### src/rtl/ohSerialPkg.sv
package ohSerialPkg;
  // Strobes passed from the timing control to the datapath
  typedef struct packed {
    logic boundary;    // frame ends with this cycle
    logic sampleUser;  // capture user-channel bit this cycle
    logic sampleDcc;   // capture data-channel bit this cycle
  } ohStrobe_t;
endpackage

### src/rtl/ohBitTimer.sv
module ohBitTimer #(
  parameter int PERIOD = 2430,
  parameter int BITS   = 8
) (
  input  logic clk,
  input  logic rstN,
  input  logic frameStart,
  output logic sampleNow,
  output logic clkLevel,
  output logic firstBit
);
  localparam int PW = (PERIOD > 1) ? $clog2(PERIOD) : 1;
  localparam int CW = $clog2(BITS + 1);
  localparam logic [PW-1:0] LAST_PH = PW'(PERIOD - 1);
  localparam logic [PW-1:0] HALF_PH = PW'(PERIOD / 2);
  localparam logic [CW-1:0] MAX_CNT = CW'(BITS);

  logic [PW-1:0] phaseQ;
  logic [CW-1:0] periodCnt;

  always_ff @(posedge clk or negedge rstN) begin
    if (!rstN) begin
      phaseQ    <= '0;
      periodCnt <= '0;
    end else if (frameStart) begin
      phaseQ    <= '0;
      periodCnt <= '0;
    end else if (phaseQ == LAST_PH) begin
      phaseQ <= '0;
      if (periodCnt != MAX_CNT) periodCnt <= periodCnt + CW'(1);
    end else begin
      phaseQ <= phaseQ + PW'(1);
    end
  end

  assign clkLevel  = (phaseQ >= HALF_PH);
  assign sampleNow = (phaseQ == HALF_PH) && !frameStart;
  assign firstBit  = (periodCnt == '0);

  // capture only while the generated clock is high
  assert_sample_high_R2: assert property (@(posedge clk) disable iff (!rstN)
    sampleNow |-> clkLevel);
  // every rising clock edge inside a frame gives a capture
  assert_rise_samples_R4: assert property (@(posedge clk) disable iff (!rstN)
    ($rose(clkLevel) && !frameStart) |-> sampleNow);
endmodule

### src/rtl/ohSerialCtrl.sv
module ohSerialCtrl
  import ohSerialPkg::*;
#(
  parameter int FRAME_CYCLES = 19440,
  parameter int USER_BITS    = 8,
  parameter int DCC_BITS     = 24
) (
  input  logic      clk,
  input  logic      rstN,
  input  logic      frameStart,
  output ohStrobe_t strobes,
  output logic      userClkOut,
  output logic      userSyncOut,
  output logic      dccClkOut
);
  localparam int USER_PERIOD = FRAME_CYCLES / USER_BITS;
  localparam int DCC_PERIOD  = FRAME_CYCLES / DCC_BITS;

  logic userSample, dccSample, dccFirst;

  ohBitTimer #(.PERIOD(USER_PERIOD), .BITS(USER_BITS)) userTimer (
    .clk(clk), .rstN(rstN), .frameStart(frameStart),
    .sampleNow(userSample), .clkLevel(userClkOut), .firstBit(userSyncOut)
  );

  ohBitTimer #(.PERIOD(DCC_PERIOD), .BITS(DCC_BITS)) dccTimer (
    .clk(clk), .rstN(rstN), .frameStart(frameStart),
    .sampleNow(dccSample), .clkLevel(dccClkOut), .firstBit(dccFirst)
  );

  always_comb begin
    strobes.boundary   = frameStart;
    strobes.sampleUser = userSample;
    strobes.sampleDcc  = dccSample;
  end

  // both ports start their first bit period together after a boundary
  assert_first_align_R3: assert property (@(posedge clk) disable iff (!rstN)
    frameStart |=> (userSyncOut && dccFirst));
endmodule

### src/rtl/ohShiftChannel.sv
module ohShiftChannel #(
  parameter int BITS = 8
) (
  input  logic            clk,
  input  logic            rstN,
  input  logic            boundary,
  input  logic            sample,
  input  logic            serIn,
  input  logic            addDrop,
  output logic [BITS-1:0] holdQ,
  output logic            errQ
);
  localparam int CW = $clog2(BITS + 1);
  localparam logic [CW-1:0] FULL = CW'(BITS);

  logic [BITS-1:0] shiftQ;
  logic [CW-1:0]   bitsIn;
  logic            framedQ;

  always_ff @(posedge clk or negedge rstN) begin
    if (!rstN) begin
      shiftQ  <= '0;
      bitsIn  <= '0;
      holdQ   <= '0;
      errQ    <= 1'b0;
      framedQ <= 1'b0;
    end else if (boundary) begin
      bitsIn  <= '0;
      framedQ <= 1'b1;
      if (bitsIn == FULL) holdQ <= shiftQ;
      else if (framedQ && !addDrop) errQ <= 1'b1;
    end else if (sample && (bitsIn != FULL)) begin
      shiftQ <= {shiftQ[BITS-2:0], serIn};
      bitsIn <= bitsIn + CW'(1);
    end
  end

  assert_hold_stable_R7: assert property (@(posedge clk) disable iff (!rstN)
    !boundary |=> $stable(holdQ));
  assert_err_sticky_R8: assert property (@(posedge clk) disable iff (!rstN)
    errQ |=> errQ);
  assert_no_overshift_R11: assert property (@(posedge clk) disable iff (!rstN)
    bitsIn <= FULL);
  assert_unframed_quiet_R9: assert property (@(posedge clk) disable iff (!rstN)
    !framedQ |=> !errQ);
  assert_adddrop_quiet_R10: assert property (@(posedge clk) disable iff (!rstN)
    (addDrop && !errQ) |=> !errQ);
endmodule

### src/rtl/ohSerialData.sv
module ohSerialData
  import ohSerialPkg::*;
#(
  parameter int USER_BITS = 8,
  parameter int DCC_BYTES = 3
) (
  input  logic                     clk,
  input  logic                     rstN,
  input  ohStrobe_t                strobes,
  input  logic                     addDropEn,
  input  logic                     userSerIn,
  input  logic                     dccSerIn,
  input  logic [USER_BITS-1:0]     rxUser,
  input  logic [DCC_BYTES*8-1:0]   rxDcc,
  output logic [USER_BITS-1:0]     txUser,
  output logic [DCC_BYTES*8-1:0]   txDcc,
  output logic                     userErr,
  output logic                     dccErr
);
  localparam int DCC_BITS = DCC_BYTES * 8;

  logic [USER_BITS-1:0] userHold;
  logic [DCC_BITS-1:0]  dccHold;

  ohShiftChannel #(.BITS(USER_BITS)) userChan (
    .clk(clk), .rstN(rstN), .boundary(strobes.boundary),
    .sample(strobes.sampleUser), .serIn(userSerIn), .addDrop(addDropEn),
    .holdQ(userHold), .errQ(userErr)
  );

  ohShiftChannel #(.BITS(DCC_BITS)) dccChan (
    .clk(clk), .rstN(rstN), .boundary(strobes.boundary),
    .sample(strobes.sampleDcc), .serIn(dccSerIn), .addDrop(addDropEn),
    .holdQ(dccHold), .errQ(dccErr)
  );

  assign txUser = addDropEn ? rxUser : userHold;

  // per-byte source selection; first-arriving bits land in the top byte
  for (genvar b = 0; b < DCC_BYTES; b++) begin : gDccSel
    assign txDcc[b*8 +: 8] = addDropEn ? rxDcc[b*8 +: 8] : dccHold[b*8 +: 8];
  end
endmodule

### src/rtl/ohSerialInsert.sv
module ohSerialInsert
  import ohSerialPkg::*;
#(
  parameter int FRAME_CYCLES = 19440
) (
  input  logic       clk,
  input  logic       rstN,
  input  logic       frameStart,
  input  logic       addDropEn,
  input  logic       userSerIn,
  input  logic       dccSerIn,
  input  logic [7:0] rxUserByte,
  input  logic [7:0] rxDcc1,
  input  logic [7:0] rxDcc2,
  input  logic [7:0] rxDcc3,
  output logic       userClkOut,
  output logic       userSyncOut,
  output logic       dccClkOut,
  output logic [7:0] txUserByte,
  output logic [7:0] txDcc1,
  output logic [7:0] txDcc2,
  output logic [7:0] txDcc3,
  output logic       userShortErr,
  output logic       dccShortErr
);
  localparam int USER_BITS = 8;
  localparam int DCC_BYTES = 3;
  localparam int DCC_BITS  = DCC_BYTES * 8;

  ohStrobe_t strobes;
  logic [DCC_BITS-1:0] txDccBus;

  ohSerialCtrl #(
    .FRAME_CYCLES(FRAME_CYCLES), .USER_BITS(USER_BITS), .DCC_BITS(DCC_BITS)
  ) ctrl (
    .clk(clk), .rstN(rstN), .frameStart(frameStart), .strobes(strobes),
    .userClkOut(userClkOut), .userSyncOut(userSyncOut), .dccClkOut(dccClkOut)
  );

  ohSerialData #(.USER_BITS(USER_BITS), .DCC_BYTES(DCC_BYTES)) data (
    .clk(clk), .rstN(rstN), .strobes(strobes), .addDropEn(addDropEn),
    .userSerIn(userSerIn), .dccSerIn(dccSerIn),
    .rxUser(rxUserByte), .rxDcc({rxDcc1, rxDcc2, rxDcc3}),
    .txUser(txUserByte), .txDcc(txDccBus),
    .userErr(userShortErr), .dccErr(dccShortErr)
  );

  assign {txDcc1, txDcc2, txDcc3} = txDccBus;
endmodule

### config.mk
export PLATFORM = sky130hd
export DESIGN_NAME = ohSerialInsert
export DESIGN_NICKNAME = d
export VERILOG_FILES = /design/src/rtl/ohSerialPkg.sv /design/src/rtl/ohBitTimer.sv /design/src/rtl/ohSerialCtrl.sv /design/src/rtl/ohShiftChannel.sv /design/src/rtl/ohSerialData.sv /design/src/rtl/ohSerialInsert.sv
export SDC_FILE = /design/constraint.sdc
export NUM_CORES = 1
export LEC_CHECK = 0
export BUFFER_PORTS_ARGS = -buffer_cell sky130_fd_sc_hd__buf_4
export CAP_MARGIN = 20
export CELL_PAD_IN_SITES_DETAIL_PLACEMENT = 1
export CELL_PAD_IN_SITES_GLOBAL_PLACEMENT = 2
export CORE_MARGIN = 8
export CORE_UTILIZATION = 41
export DETAILED_ROUTE_END_ITERATION = 10
export PLACE_DENSITY_LB_ADDON = 0.1
export SETUP_SLACK_MARGIN = 0.4
export SYNTH_ARGS = -nofsm -noshare
export SYNTH_HDL_FRONTEND = slang
export SYNTH_SLANG_ARGS = --single-unit
export TNS_END_PERCENT = 10
### constraint.sdc
create_clock -name clk -period 3.3 [get_ports clk]
set_input_delay 0.99 -clock clk [delete_from_list [all_inputs] [get_ports clk]]
set_output_delay 0.99 -clock clk [all_outputs]
set_load 0.02 [all_outputs]
==> flow_summary.yaml, run 1 <==
setup_path:
  cp.arrival_ns: 1.82
  cp-end-kind: "primary output"
  start_kind: "input port"
  critical_path.max_fanout: 33
  r2r_cells: 4
  path_class: "in2out"
  crit_start: "addDropEn"
  r2r_start: "ctrl.userTimer.phaseQ[9]$_DFF_PN0_"
  required_ns: 2.31
detailed_routing:
  routedWlPerCell_um: 16.8
  vias: 3237
  dr.pass1.iters: 4
  wl_um: 10300
  viasPerCell: 5.30
  route.detailed.drc: 0
  postRouteAntennaNets: 0
  drtIter0Drc: 123
layout:
  fin_area_um2: 5840
  antenna_cells: 0
  drive_above_1_share: 0.425
  fillCellCount: 1192
  syn_to_final_growth_pct: 21.1
  seq_area_um2: 2550
  multi_input_area_um2: 2180
  final_nets: 513
placed_design:
  io_buffers: 74
  globalplace.congestion: 0.758
  placedInstanceArea_um2: 5540
  hpwl_um: 7210
power_and_ir_drop:
  cellPowerDensity_nw_per_um2: 421
  leakage_nw: 2.86
  peakVddDrop_mv: 0.426
timing:
  tightestPinTransition_ns: 0.570
  rsz0062_at_grt: "yes"
  relSlewSlack: 0.620
  setup_viol: 0
  finalSetupTns_ns: 0
  skew_ns: 0.00884
  post-route-period-util: 0.852
  period_needed_ns: 2.81
  hold_viol: 0
  timing.fmax_ghz: 0.356
  slew_viol_final: 0
flow_run:
  cap_viol_max_count: 0
floorplan:
  die_w_um: 124
  die_height_um: 124
  rows: 39
  pin_count: 75
  core_area_um2: 11500
  die_area_um2: 15500
  start_util: 0.421
clock_tree:
  htree_levels: 3
  root_buffer: "clkbuf_16"
  ctsHoldBuffers: 0
  ctsResizeCount: 2
  clock-sinks: 102
  cts_buffer_depth: 2
  cts_setup_buffers: 0
  cts.reportedPaths.clkPinSlew_ns: 0.07
  cts_buffers: 9
  cts_tree: "done"
  clk_latency_ns: 0.35
synth:
  synth_ff_type: "dfrtp_1"
  synth-edff-count: 0
  yosys_warnings: 0
  synthCells: 389
  syn_nets: 439
  ys_seq_area_frac: 0.529
  avgSynthCellArea_um2: 12.4
  syn_area_um2: 4820
  async_flop_share: 1.00
  ys_ff_latch: 102
  ys_types: 43
worst_hold_path:
  hold_path.class: "reg2reg"
  hold_path_depth: 1
  hold_start: "data.dccChan.framedQ$_DFFE_PN0P_"
grt:
  gr-total-overflow: 0
  track_usage: 0.140
  grt_pass1_vias: 3488
  grt_pass1_wl_um: 17900
  grt_max_degree: 46
  antenna_found_initial: 0
outcome:
  status: "completed"
==> cell usage in the layout (no fill, tap or decap), drive strengths merged, types with 9 or more instances in the layout <==
cell | synthesis | final
nand2 | 12 | 12
inv | 13 | 15
nand3 | 13 | 13
xnor2 | 10 | 10
nor2 | 28 | 28
clkbuf | 11 | 9
mux2 | 98 | 98
a21oi | 12 | 12
ha | 12 | 12
o21ai | 10 | 10
buf | 4 | 78
dfrtp | 102 | 102
==> cell usage after synthesis (2+ instances only) <==
cell | n | area, um^2
o21bai_1 | 2 | 15.0
nor3_1 | 5 | 25.0
or4_1 | 2 | 15.0
mux2_2 | 98 | 1100
xnor2_1 | 10 | 87.6
a41o_1 | 2 | 20.0
nand4bb_1 | 2 | 22.5
nor4_1 | 4 | 25.0
inv_1 | 13 | 48.8
a21oi_1 | 12 | 60.1
buf_2 | 2 | 10.0
nand3_1 | 13 | 65.1
clkbuf_1 | 11 | 41.3
o21ai_0 | 10 | 50.1
ha_1 | 12 | 150
nor2_1 | 28 | 105
dfrtp_1 | 102 | 2550
and4b_1 | 3 | 30.0
nand4_1 | 4 | 25.0
and3_1 | 3 | 18.8
or3_1 | 6 | 37.5
nand2_1 | 12 | 45.0
a31oi_1 | 3 | 18.8
nand4b_1 | 2 | 17.5
xor2_1 | 6 | 52.6
nand3b_1 | 3 | 22.5
and3b_1 | 2 | 17.5
nor3b_1 | 2 | 15.0
==> logic make-up after synthesis <==
group	Yosys count	share of synthesized area
simple gates	99	0.115
fa+ha+maj	12	0.0311
compound gates	33	0.0412
flops	102	0.529
xor+xnor	16	0.0290
buf+inv	28	0.0239
mux	99	0.231
==> through the flow <==
step / cells / worst slack [ns] / util / power, mW / hold slack (ns)
floorplan: 389 / 0.344 / - / 1.37 / 0.437
global placement: 595 / 0.412 / 0.483 / 1.47 / 0.451
detailed placement: 595 / 0.371 / 0.483 / 1.48 / 0.460
CTS: 611 / 0.419 / 0.508 / 2.51 / 0.490
global route: 611 / 0.374 / 0.509 / 2.57 / 0.499
finish: 611 / 0.489 / 0.509 / 2.46 / 0.481
==> layout make-up <==
| type | instances | share of cell area |
|---|---|---|
| sequential | 102 | 0.437 |
| multi-input combinational | 259 | 0.373 |
| timing repair buffer | 78 | 0.103 |
| clock buffer | 9 | 0.0386 |
| tap | 143 | 0.0306 |
| clock inverter | 7 | 0.00985 |
| inverter | 13 | 0.00835 |
==> report_power, final <==
group	internal [mW]	leakage [nW]	switching (mW)	total, mW
Sequential	1.26	1.40	0.00960	1.26
Clock	0.519	0.129	0.492	1.01
Combinational	0.0874	1.32	0.0976	0.185
Total	1.86	2.86	0.600	2.46
==> critical path: stages <==
cell	delay, ns
buf_6	0.26
mux2_2	0.39
buf_4	0.16
==> path summary, 6_finish.rpt <==
path,endpoint,slack (ns)
hold reg to reg,data.dccChan.framedQ$_DFFE_PN0P_,0.48
setup / recovery,txDcc1[5],0.49
hold / removal,data.dccChan.framedQ$_DFFE_PN0P_,0.48
max in group asynchronous,data.dccChan.shiftQ[2]$_DFFE_PN0P_,2.00
setup reg to reg,ctrl.userTimer.phaseQ[3]$_DFF_PN0_,1.03
min in group asynchronous,ctrl.userTimer.phaseQ[8]$_DFF_PN0_,0.63
==> metal layers <==
layer | share of wire | wire [um] | up-vias | track usage
li1 | - | - | 1540 | -
met1 | 0.46 | 4720 | 1635 | 0.176
met2 | 0.48 | 4950 | 52 | 0.218
met3 | 0.048 | 493 | 10 | 0.0536
met4 | 0.011 | 116 | 0 | 0.0404
met5 | 0 | 0 | - | 0
==> flip-flops by register name, indices dropped and copies added, names as in the netlist, 5 cells and up <==
signal                 flops
data.userChan.shiftQ       8
data.dccChan.holdQ        24
data.userChan.holdQ        8
data.dccChan.bitsIn        5
ctrl.dccTimer.phaseQ      10
ctrl.userTimer.phaseQ     12
data.dccChan.shiftQ       24
Power figures use the tool's default switching activity.
==> inputs of run 2 (changes only) <==
--- a/config.mk
+++ b/config.mk
@@ -9,7 +9,7 @@
 export CAP_MARGIN = 20
 export CELL_PAD_IN_SITES_DETAIL_PLACEMENT = 1
 export CELL_PAD_IN_SITES_GLOBAL_PLACEMENT = 2
-export CORE_MARGIN = 8
+export CORE_MARGIN = 5
 export CORE_UTILIZATION = 41
 export DETAILED_ROUTE_END_ITERATION = 10
 export PLACE_DENSITY_LB_ADDON = 0.1
==> run 2 against run 1 <==
Highest routed layer unchanged. Power is 2.7% higher. Non-clock buffer count is 1 higher. Clock skew is 0.0044 ns lower. Cell count is 0.16% higher. Sequential share of layout area is 0.23 points lower. Cell area is 0.54% higher. Routed wire length is 3.7% lower.
==> flow_summary.yaml, run 2 (same netlist as run 1, synthesis figures left out) <==
power_and_ir_drop:
  power.internal_mw: 1.95
  clock_power_share: 0.427
  cellPowerDensity_nw_per_um2: 430
  p_sw_mw: 0.572
  p_total_mw: 2.53
  comb_power_share: 0.072
  swShare: 0.226
  p_seq_frac: 0.501
  peakVddDrop_mv: 0.299
  leakage_nw: 2.87
timing:
  setup_viol: 0
  skew_ns: 0.00448
  timing.fmax_ghz: 0.356
  relSlewSlack: 0.598
  slew_viol_final: 0
  finalSetupTns_ns: 0
  post-route-period-util: 0.852
  period_needed_ns: 2.81
  rsz0062_at_grt: "yes"
  tightestPinTransition_ns: 0.603
  hold_viol: 0
detailed_routing:
  routedWlPerCell_um: 16.2
  vias: 3228
  viasPerCell: 5.27
  postRouteAntennaNets: 0
  dr.pass1.iters: 4
  wl_um: 9900
  drtIter0Drc: 90
  route.detailed.drc: 0
setup_path:
  start_kind: "input port"
  r2r_start: "ctrl.userTimer.phaseQ[9]$_DFF_PN0_"
  crit_start: "addDropEn"
  path_class: "in2out"
  cp.arrival_ns: 1.82
  required_ns: 2.31
  critical_path.max_fanout: 33
  r2r_setup_slack_ns: 1.03
  r2r_cells: 4
  reg2reg_to: "ctrl.userTimer.phaseQ[6]$_DFF_PN0_"
  cp-end-kind: "primary output"
grt:
  track_usage: 0.149
  grt_max_degree: 46
  grt_pass1_wl_um: 17500
  gr-total-overflow: 0
  grt_pass1_vias: 3551
  antenna_found_initial: 0
worst_hold_path:
  hold_start: "data.dccChan.framedQ$_DFFE_PN0P_"
  hold_path.class: "reg2reg"
  whs_endpoint: "data.dccChan.framedQ$_DFFE_PN0P_"
  hold_path_depth: 1
clock_tree:
  cts_buffers: 9
  clock-sinks: 102
  cts_tree: "done"
  root_buffer: "clkbuf_16"
  htree_levels: 3
  clk_latency_ns: 0.34
  ctsHoldBuffers: 0
  cts.reportedPaths.clkPinSlew_ns: 0.07
  cts_buffer_depth: 2
placed_design:
  globalplace.congestion: 0.746
  placedInstanceArea_um2: 5540
  io_buffers: 74
  dpl.cell_count: 596
  hpwl_um: 6970
floorplan:
  pin_count: 75
  start_util: 0.421
  die_area_um2: 14000
  rows: 39
  die_height_um: 118
  core_area_um2: 11500
  die_w_um: 118
flow_run:
  cap_viol_max_count: 0
layout:
  syn_to_final_growth_pct: 21.7
  layout_common_cells: "102 x dfrtp_1, 98 x mux2_2, 77 x buf_4"
  final_nets: 514
  fin_area_um2: 5870
  largestRegisters: "data.dccChan.holdQ x24, data.dccChan.shiftQ x24, ctrl.userTimer.phaseQ x12"
  fin_cells: 612
  final_common_cell: "dfrtp_1"
  antenna_cells: 0
  drive_above_1_share: 0.424
outcome:
  status: "completed"
run 2: how the worst max path moves through the flow:
stage	slack (ns)	to
after floorplan	0.34	txDcc1[0]
after global placement	0.41	txDcc1[7]
after detailed placement	0.37	txDcc1[6]
after CTS	0.45	dccClkOut
after global routing	0.38	dccClkOut
final	0.49	txDcc3[0]
run 2: final cells by class:
cell class                 instances  area [um^2]
clock buffer                      10          239
clock inverter                     6         70.1
fill                            1199         5600
inverter                          13         48.8
multi-input combinational        259         2170
sequential                       102         2550
tap                              143          179
timing repair buffer              79          609
run 2: repair_timing:
item	in CTS	in global routing
setup endpoints to repair	33	2
resized for setup	2	2
pin swaps	0	1
setup buffers	0	0
run 2: metrics by stage:
stage	util	hold WS, ns	worst slack, ns
after floorplan	-	0.437	0.344
after global placement	0.483	0.451	0.412
after detailed placement	0.483	0.454	0.368
after CTS	0.511	0.481	0.451
after global routing	0.512	0.506	0.379
final	0.512	0.480	0.489
run 2: metal layers:
layer | GRT usage | vias to the layer above | share of wire
met4 | 0.0319 | 0 | 0.013
met2 | 0.242 | 58 | 0.48
met1 | 0.194 | 1619 | 0.46
met5 | 0 | - | 0
met3 | 0.0501 | 10 | 0.046
li1 | - | 1541 | -
run 2: worst max-delay path, cell delays in order:
cell and delay, ns:
buf_6 0.26, mux2_2 0.38, buf_4 0.16
run 2: power by group through the flow:
stage	Combinational (mW)	Sequential, mW	Clock (mW)
3_3_place_gp	0.183	1.29	0
3_5_place_dp	0.189	1.29	0
4_1_cts	0.189	1.26	1.12
2_1_floorplan	0.0853	1.29	0
5_1_grt	0.203	1.27	1.18
6_report	0.183	1.27	1.08
